==> src/rtl/gpio_port_pkg.sv <==
package gpio_port_pkg;
  typedef enum logic [1:0] {
    PM_IN   = 2'b00,
    PM_OUT  = 2'b01,
    PM_RSVD = 2'b10,
    PM_ALT  = 2'b11
  } pin_mode_e;
endpackage

==> src/rtl/gpio_in_sync.sv <==
module gpio_in_sync #(
  parameter int W      = 13,
  parameter int STAGES = 2
) (
  input  logic         clk,
  input  logic         clr,
  input  logic [W-1:0] d,
  output logic [W-1:0] q
);
  logic [W-1:0] stg [STAGES];

  always_ff @(posedge clk) begin
    if (clr) begin
      for (int s = 0; s < STAGES; s++) stg[s] <= '0;
    end else begin
      stg[0] <= d;
      for (int s = 1; s < STAGES; s++) stg[s] <= stg[s-1];
    end
  end

  assign q = stg[STAGES-1];
endmodule

==> src/rtl/gpio_data_reg.sv <==
module gpio_data_reg #(
  parameter int NPINS = 13,
  parameter int BUSW  = 16
) (
  input  logic             clk,
  input  logic             por_rst,
  input  logic             hold,
  input  logic             we,
  input  logic [BUSW-1:0]  wdata,
  input  logic [BUSW-1:0]  wmask,
  output logic [NPINS-1:0] data_q
);
  always_ff @(posedge clk) begin
    if (por_rst) begin
      data_q <= '0;
    end else if (we && !hold) begin
      for (int b = 0; b < NPINS; b++)
        if (wmask[b]) data_q[b] <= wdata[b];
    end
  end
endmodule

==> src/rtl/gpio_pin_mux.sv <==
module gpio_pin_mux
  import gpio_port_pkg::*;
#(
  parameter int NPINS = 13,
  parameter int BUSW  = 16
) (
  input  logic               clk,
  input  logic               oe_clr,
  input  logic [2*NPINS-1:0] mode,
  input  logic [NPINS-1:0]   data_q,
  input  logic [NPINS-1:0]   pin_sync,
  output logic [BUSW-1:0]    rdata,
  output logic [NPINS-1:0]   oe_q
);
  logic [NPINS-1:0] rd_bit;
  logic [NPINS-1:0] oe_nxt;

  for (genvar n = 0; n < NPINS; n++) begin : g_pin
    pin_mode_e m;
    assign m = pin_mode_e'(mode[2*n +: 2]);
    always_comb begin
      unique case (m)
        PM_OUT:  rd_bit[n] = data_q[n];
        PM_RSVD: rd_bit[n] = 1'b0;
        default: rd_bit[n] = pin_sync[n];
      endcase
    end
    assign oe_nxt[n] = (m == PM_OUT);
  end

  always_ff @(posedge clk) begin
    if (oe_clr) oe_q <= '0;
    else        oe_q <= oe_nxt;
  end

  if (BUSW > NPINS) begin : g_pad
    assign rdata = {{(BUSW-NPINS){1'b0}}, rd_bit};
  end else begin : g_nopad
    assign rdata = rd_bit[BUSW-1:0];
  end
endmodule

==> src/rtl/gpio_port_data.sv <==
module gpio_port_data #(
  parameter int NPINS       = 13,
  parameter int BUSW        = 16,
  parameter int SYNC_STAGES = 2
) (
  input  logic               clk,
  input  logic               por_rst,
  input  logic               man_rst,
  input  logic               lp_hold,
  input  logic               bus_we,
  input  logic [BUSW-1:0]    bus_wdata,
  input  logic [BUSW-1:0]    bus_wmask,
  output logic [BUSW-1:0]    bus_rdata,
  input  logic [2*NPINS-1:0] pin_mode,
  input  logic [NPINS-1:0]   pin_in,
  output logic [NPINS-1:0]   pin_out,
  output logic [NPINS-1:0]   pin_oe
);
  localparam int MW = 2 * NPINS;

  logic             any_rst;
  logic             data_hold;
  logic [NPINS-1:0] data_q;
  logic [NPINS-1:0] pin_sync;

  assign any_rst   = por_rst | man_rst;
  assign data_hold = man_rst | lp_hold;

  gpio_in_sync #(.W(NPINS), .STAGES(SYNC_STAGES)) u_sync (
    .clk (clk),
    .clr (any_rst),
    .d   (pin_in),
    .q   (pin_sync)
  );

  gpio_data_reg #(.NPINS(NPINS), .BUSW(BUSW)) u_reg (
    .clk     (clk),
    .por_rst (por_rst),
    .hold    (data_hold),
    .we      (bus_we),
    .wdata   (bus_wdata),
    .wmask   (bus_wmask),
    .data_q  (data_q)
  );

  gpio_pin_mux #(.NPINS(NPINS), .BUSW(BUSW)) u_mux (
    .clk      (clk),
    .oe_clr   (any_rst),
    .mode     (pin_mode[MW-1:0]),
    .data_q   (data_q),
    .pin_sync (pin_sync),
    .rdata    (bus_rdata),
    .oe_q     (pin_oe)
  );

  assign pin_out = data_q;
endmodule

==> config.mk <==
export PLATFORM = sky130hd
export DESIGN_NAME = gpio_port_data
export DESIGN_NICKNAME = d
export VERILOG_FILES = /design/src/rtl/gpio_port_pkg.sv /design/src/rtl/gpio_in_sync.sv /design/src/rtl/gpio_data_reg.sv /design/src/rtl/gpio_pin_mux.sv /design/src/rtl/gpio_port_data.sv
export SDC_FILE = /design/constraint.sdc
export NUM_CORES = 1
export LEC_CHECK = 0
export BUFFER_PORTS_ARGS = -buffer_cell sky130_fd_sc_hd__buf_2
export CORE_ASPECT_RATIO = 1.4
export CORE_MARGIN = 1.5
export CORE_UTILIZATION = 44
export DETAILED_ROUTE_END_ITERATION = 10
export PLACE_DENSITY_LB_ADDON = 0.1
export SLEW_MARGIN = 30
export SYNTH_ARGS = -nofsm -noshare
export SYNTH_HDL_FRONTEND = slang
export SYNTH_SLANG_ARGS = --single-unit
==> constraint.sdc <==
create_clock -name clk -period 0.9 [get_ports clk]
set_input_delay 0.09 -clock clk [delete_from_list [all_inputs] [get_ports clk]]
set_output_delay 0.09 -clock clk [all_outputs]
set_load 0.02 [all_outputs]
Word-level counts from Yosys, hierarchy flattened
Memory sizes are Yosys's and may differ from the RTL's.
Index checks and enable logic that the tools add are counted.
{"block": "totals", "register_bits": 26, "elab_cells": 78, "inputBits": 76, "rom_bits": 0, "n_memories": 1, "latchBits": 0, "output_inout_bits": 42, "ram_bits": 26}
{"memory": "u_sync.stg", "depth": 2, "word_bits": 13, "rd": 2, "rd_clocked_by_memory_dff": 0, "wr": 2, "line": "gpio_in_sync.sv:10", "source": "logic [W-1:0] stg [STAGES];"}
{"block": "classes", "n_reduce_logical": 15, "bitwise": 4, "eq_ne": 26, "n_div": 0, "n_mux": 18, "shifts": 0, "n_addsub": 0, "mul": 0, "n_lt_le_gt_ge": 0}
{"cell": "equality test 2 x 1 -> 1 bit (second input constant)", "count": 13}
{"cell": "equality test 2 bit (second input constant)", "count": 13}
{"cell": "2-to-1 mux 13 bit", "count": 2}
{"cell": "case mux 1 bit (2 select lines)", "count": 13}
{"cell": "AND reduction 2 bit", "count": 13}
{"cell": "OR 1 bit", "count": 4}
{"cell": "2-to-1 mux 1 bit", "count": 3}
{"cell": "logical AND 1 bit", "count": 1}
{"cell": "zero test 1 bit", "count": 1}

Depth between registers and ports, before layout
{"block": "depth", "depth_word": 4, "depth_mapped": 4, "ltp_nobuf": 4}

Modules after synthesis
Synthesis repeated with hierarchy kept, for this count alone.
{"block": "hier_totals", "cells_unflattened": 234, "area_unflattened_um2": 2289.7}
{"module": "gpio_in_sync", "area_each_um2": 798.3, "cells_per_inst": 67, "seq_area_each_um2": 520.5, "n_inst": 1}
{"module": "gpio_pin_mux", "area_each_um2": 795.8, "cells_per_inst": 96, "seq_area_each_um2": 260.2, "n_inst": 1}
{"module": "gpio_data_reg", "area_each_um2": 683.2, "cells_per_inst": 69, "seq_area_each_um2": 260.2, "n_inst": 1}
{"module": "gpio_port_data", "area_each_um2": 12.5, "cells_per_inst": 2, "seq_area_each_um2": 0.0, "n_inst": 1}

Worst setup path before layout
OpenSTA, ideal clock, no wires.
{"block": "synth_timing", "path_type": "reg-to-output", "startpoint": "register u_reg.data_q[0]", "endpoint": "output bus_rdata[0]", "arrival_ns": 0.988, "t_required_ns": 0.810, "path_slack_ns": -0.178, "path_stages_with_launch": 3, "n_path_buf": 0, "path_cell_list": "dfxtp_1 -> nand2_1 -> o21ai_0"}
{"block": "synth_via", "elab_chain_len": 1}
{"element": "from (decl)", "line": "gpio_data_reg.sv:11", "source": "output logic [NPINS-1:0] data_q"}
{"element": "from (signal, indexed assignment)", "line": "gpio_data_reg.sv:18", "source": "if (wmask[b]) data_q[b] <= wdata[b];"}
{"element": "case mux 1 bit (2 select lines)", "line": "gpio_pin_mux.sv:22", "source": "unique case (m)"}
{"element": "to (decl)", "line": "gpio_port_data.sv:13", "source": "output logic [BUSW-1:0] bus_rdata,"}
Every way passes these cells.

Worst setup path after layout
{"block": "layout_timing", "startpoint": "register u_reg.data_q[6]", "endpoint": "output bus_rdata[6]"}
The elaborated chain is that of the path after synthesis.

==> impl_metrics.env <==
export IMPL_outcome="complete, but fails checks"
export IMPL_violations="negative setup slack"
export IMPL_drtAntennaViolNets=0
export IMPL_relSlewSlack_pct=57.7
export IMPL_synth_area_per_cell_um2=9.95
export IMPL_syn_area_um2=2210
export IMPL_synth_seq_cells=52
export IMPL_worstPathCellList="nand2_2 > o21ai_2 > buf_6"
export IMPL_dp_cells=392
export IMPL_dieWidth_um=62.9
export IMPL_drtPass1Iterations=4
export IMPL_port_buffers=108
export IMPL_first_iter_violations=38
export IMPL_yosys_cell_count_top_type="dfxtp_1"
export IMPL_critPathRequiredTime_ps=810
export IMPL_crit_fanout=3
export IMPL_cts_buffers=5
export IMPL_groute_usage_overall_pct=18.7
export IMPL_via_count=1906
export IMPL_startpoint="u_reg.data_q[6]"
export IMPL_detailedPlace_worstSlack_ps=-143
export IMPL_worst_pin_slew_ps=634
export IMPL_io_pins=118
export IMPL_yosysUniqueCellTypes=17
export IMPL_yosysTopAreaCell="dfxtp_1"
export IMPL_initial_core_util_pct=45.6
export IMPL_avgRoutedWirePerCell_um=11.6
export IMPL_yosys_warnings=0
export IMPL_synth_edf_count=0
export IMPL_cts_tree="done"
export IMPL_r2r_setup_slack_ps=100
export IMPL_num_rows=30
export IMPL_core_area_um2=4840
export IMPL_critPathKind="reg -> out"
export IMPL_synthCells=222
export IMPL_fin_crit_sh_pct=120
export IMPL_wirelength_um=4900
export IMPL_critPathTopFamily="flip-flops"
export IMPL_power_density_nw_per_um2=1330
export IMPL_grt_pass1_wl_um=7850
export IMPL_netlist_top_cells_count="dfxtp_1 (52), and2_1 (39), nand2_1 (26), nand2b_1 (26)"
export IMPL_n_antenna_cell=0
export IMPL_hold_class="in -> reg"
export IMPL_cp_buffers_inverters=1
export IMPL_finalMaxSlewViolations=0
export IMPL_p_leak_uw=0.00167
export IMPL_viasPerCell=4.50
export IMPL_finalSetupViolations=25
export IMPL_cts_path_max_buffers=2
export IMPL_hold_viol_final=0
export IMPL_r2r_start="u_reg.data_q[11]"
export IMPL_clk_latency_ps=300
export IMPL_htreeDepth=2
export IMPL_fmax_mhz=924
export IMPL_antenna_found_initial=0
export IMPL_gp_congestion=0.753
export IMPL_critical_path_endpoint="bus_rdata[6]"
export IMPL_overflow=0
export IMPL_cp_end_kind="primary output"
export IMPL_hpwlAfterDp_um=3270
export IMPL_maxCapViolations=0
export IMPL_drive_gt1_share_pct=48.3
export IMPL_period_minus_slack_ps=1080
export IMPL_slowest_delay_ps=370
export IMPL_cp_arrival_ps=990
export IMPL_path_depth=3
export IMPL_rr_endpoint="u_reg.data_q[11]"
export IMPL_synth_area_top_cells="dfxtp_1 (47%), and2_1 (11%), ha_1 (7.4%)"
export IMPL_nFillCells=401
export IMPL_async_reset_ff_share_pct=0
export IMPL_slowest_stage="dfxtp_4"
export IMPL_ys_flop_type="dfxtp_1"
export IMPL_fin_tns_setup_ps=-2740
export IMPL_drc_errors=0
export IMPL_yosysSeqAreaShare_pct=47.1
export IMPL_startpoint_type="flip-flop"
export IMPL_grt_pass1_vias=1830
export IMPL_die_area_um2=5460
export IMPL_yosysTopAreaCellShare_pct=47.1
export IMPL_cts_sinks=52
export IMPL_r2r_cells=4
export IMPL_clock_skew_ps=2.37
export IMPL_cts_root_buf="clkbuf_8"
export IMPL_final_cells=424
export IMPL_clk_pin_slew_ps=90
export IMPL_fin_ws_ps=-183
export IMPL_synthToLayoutAreaGrowth_pct=56.0
export IMPL_die_h_um=86.8
export IMPL_rsz0062_at_grt="yes"
export IMPL_grt_max_degree=40
export IMPL_peakVddDrop_v=0.000826
export IMPL_fin_nets=448
-- final cells by class --
| class | instances | area, um^2 | share of cell area [%] |
|---|---|---|---|
| multi-input cells | 147 | 1120 | 32.5 |
| inverters | 13 | 48.8 | 1.42 |
| repair buffers | 140 | 1030 | 29.8 |
| well taps | 64 | 80.1 | 2.32 |
| flip-flops and latches | 52 | 1060 | 30.8 |
| clock inverters | 2 | 35.0 | 1.02 |
| clock buffers | 6 | 72.6 | 2.11 |
-- kinds of logic after synthesis --
group / count (synthesis) / synth area share (%)
mux: 13 / 5.89
flops: 52 / 47.1
simple gates: 105 / 30.5
fa+ha+maj: 13 / 7.37
buf+inv: 25 / 6.01
other cells: 1 / 0.170
compound gates: 13 / 2.95
-- repair_timing --
item                                    CTS  global route
pin swaps                                 0             5
endpoints found under the setup margin   26            30
resized for setup                        67            29
setup buffers                             7             9
hold endpoints to repair                 13             0
hold buffers                             13             0
-- per-layer routing --
layer	vias up	global-route usage (%)	routed length, um
li1	987	-	-
met1	837	20.3	1990
met2	70	33.2	2510
met3	12	5.06	258
met4	0	9.49	142
met5	-	0	0
-- report_power, final --
group / total, uW / switching [uW] / internal (uW)
registers: 2380 / 21.6 / 2360
clock network: 1540 / 718 / 825
logic: 641 / 283 / 358
-- registers in the layout, summed over array words and instances (netlist names) --
signal,count
u_sync.stg,26
u_reg.data_q,13
u_mux.oe_q,13
-- metrics by stage --
stage / total power (uW) / hold slack (ps) / cell area (um^2) / utilization [%]
after global placement: 2960 / 289 / 2860 / 59.1
after CTS: 4600 / 20.1 / 3340 / 69.0
after detailed placement: 2970 / 293 / 2870 / 59.2
final: 4570 / 31.2 / 3440 / 71.1
after global routing: 4810 / 39.1 / 3440 / 71.1
after floorplan: 2750 / 212 / 2260 / -
-- worst reg2reg max path: cells and delay by family, from the launching register on --
kind | cells | cell delay, ps
AND/OR/NAND/NOR | 1 | 60
buffers and inverters | 2 | 230
multiplexers | 1 | 60
flip-flops | 1 | 340
-- placed cells by master (no fill, tap or decap) --
master and n:
clkbuf_8 5, nand2_1 16, bufinv_16 1, and4bb_1 10, buf_6 37, dfxtp_4 1, o21ai_2 13, clkbuf_1 1
and2_1 39, ha_1 13, and4bb_2 3, nand2b_1 26, buf_4 12, dfxtp_2 12, nand2_2 10, conb_1 3
clkinv_2 1, dlygate4sd3_1 13, mux2i_1 13, dfxtp_1 39, nor2_4 1, buf_2 78, inv_1 13
-- worst min-delay path by stage --
stage / from / end / slack [ps] / cells after the start
finish: bus_wdata[3] / u_reg.data_q[3] / 30 / 3
global route: bus_wdata[4] / u_reg.data_q[4] / 40 / 3
CTS: bus_wdata[3] / u_reg.data_q[3] / 20 / 3
detailed placement: pin_in[1] / u_sync.stg[0][1] / 290 / 2
global placement: pin_in[4] / u_sync.stg[0][4] / 290 / 2
floorplan: pin_in[0] / u_sync.stg[0][0] / 210 / 1
Power figures use the tool's default switching activity.
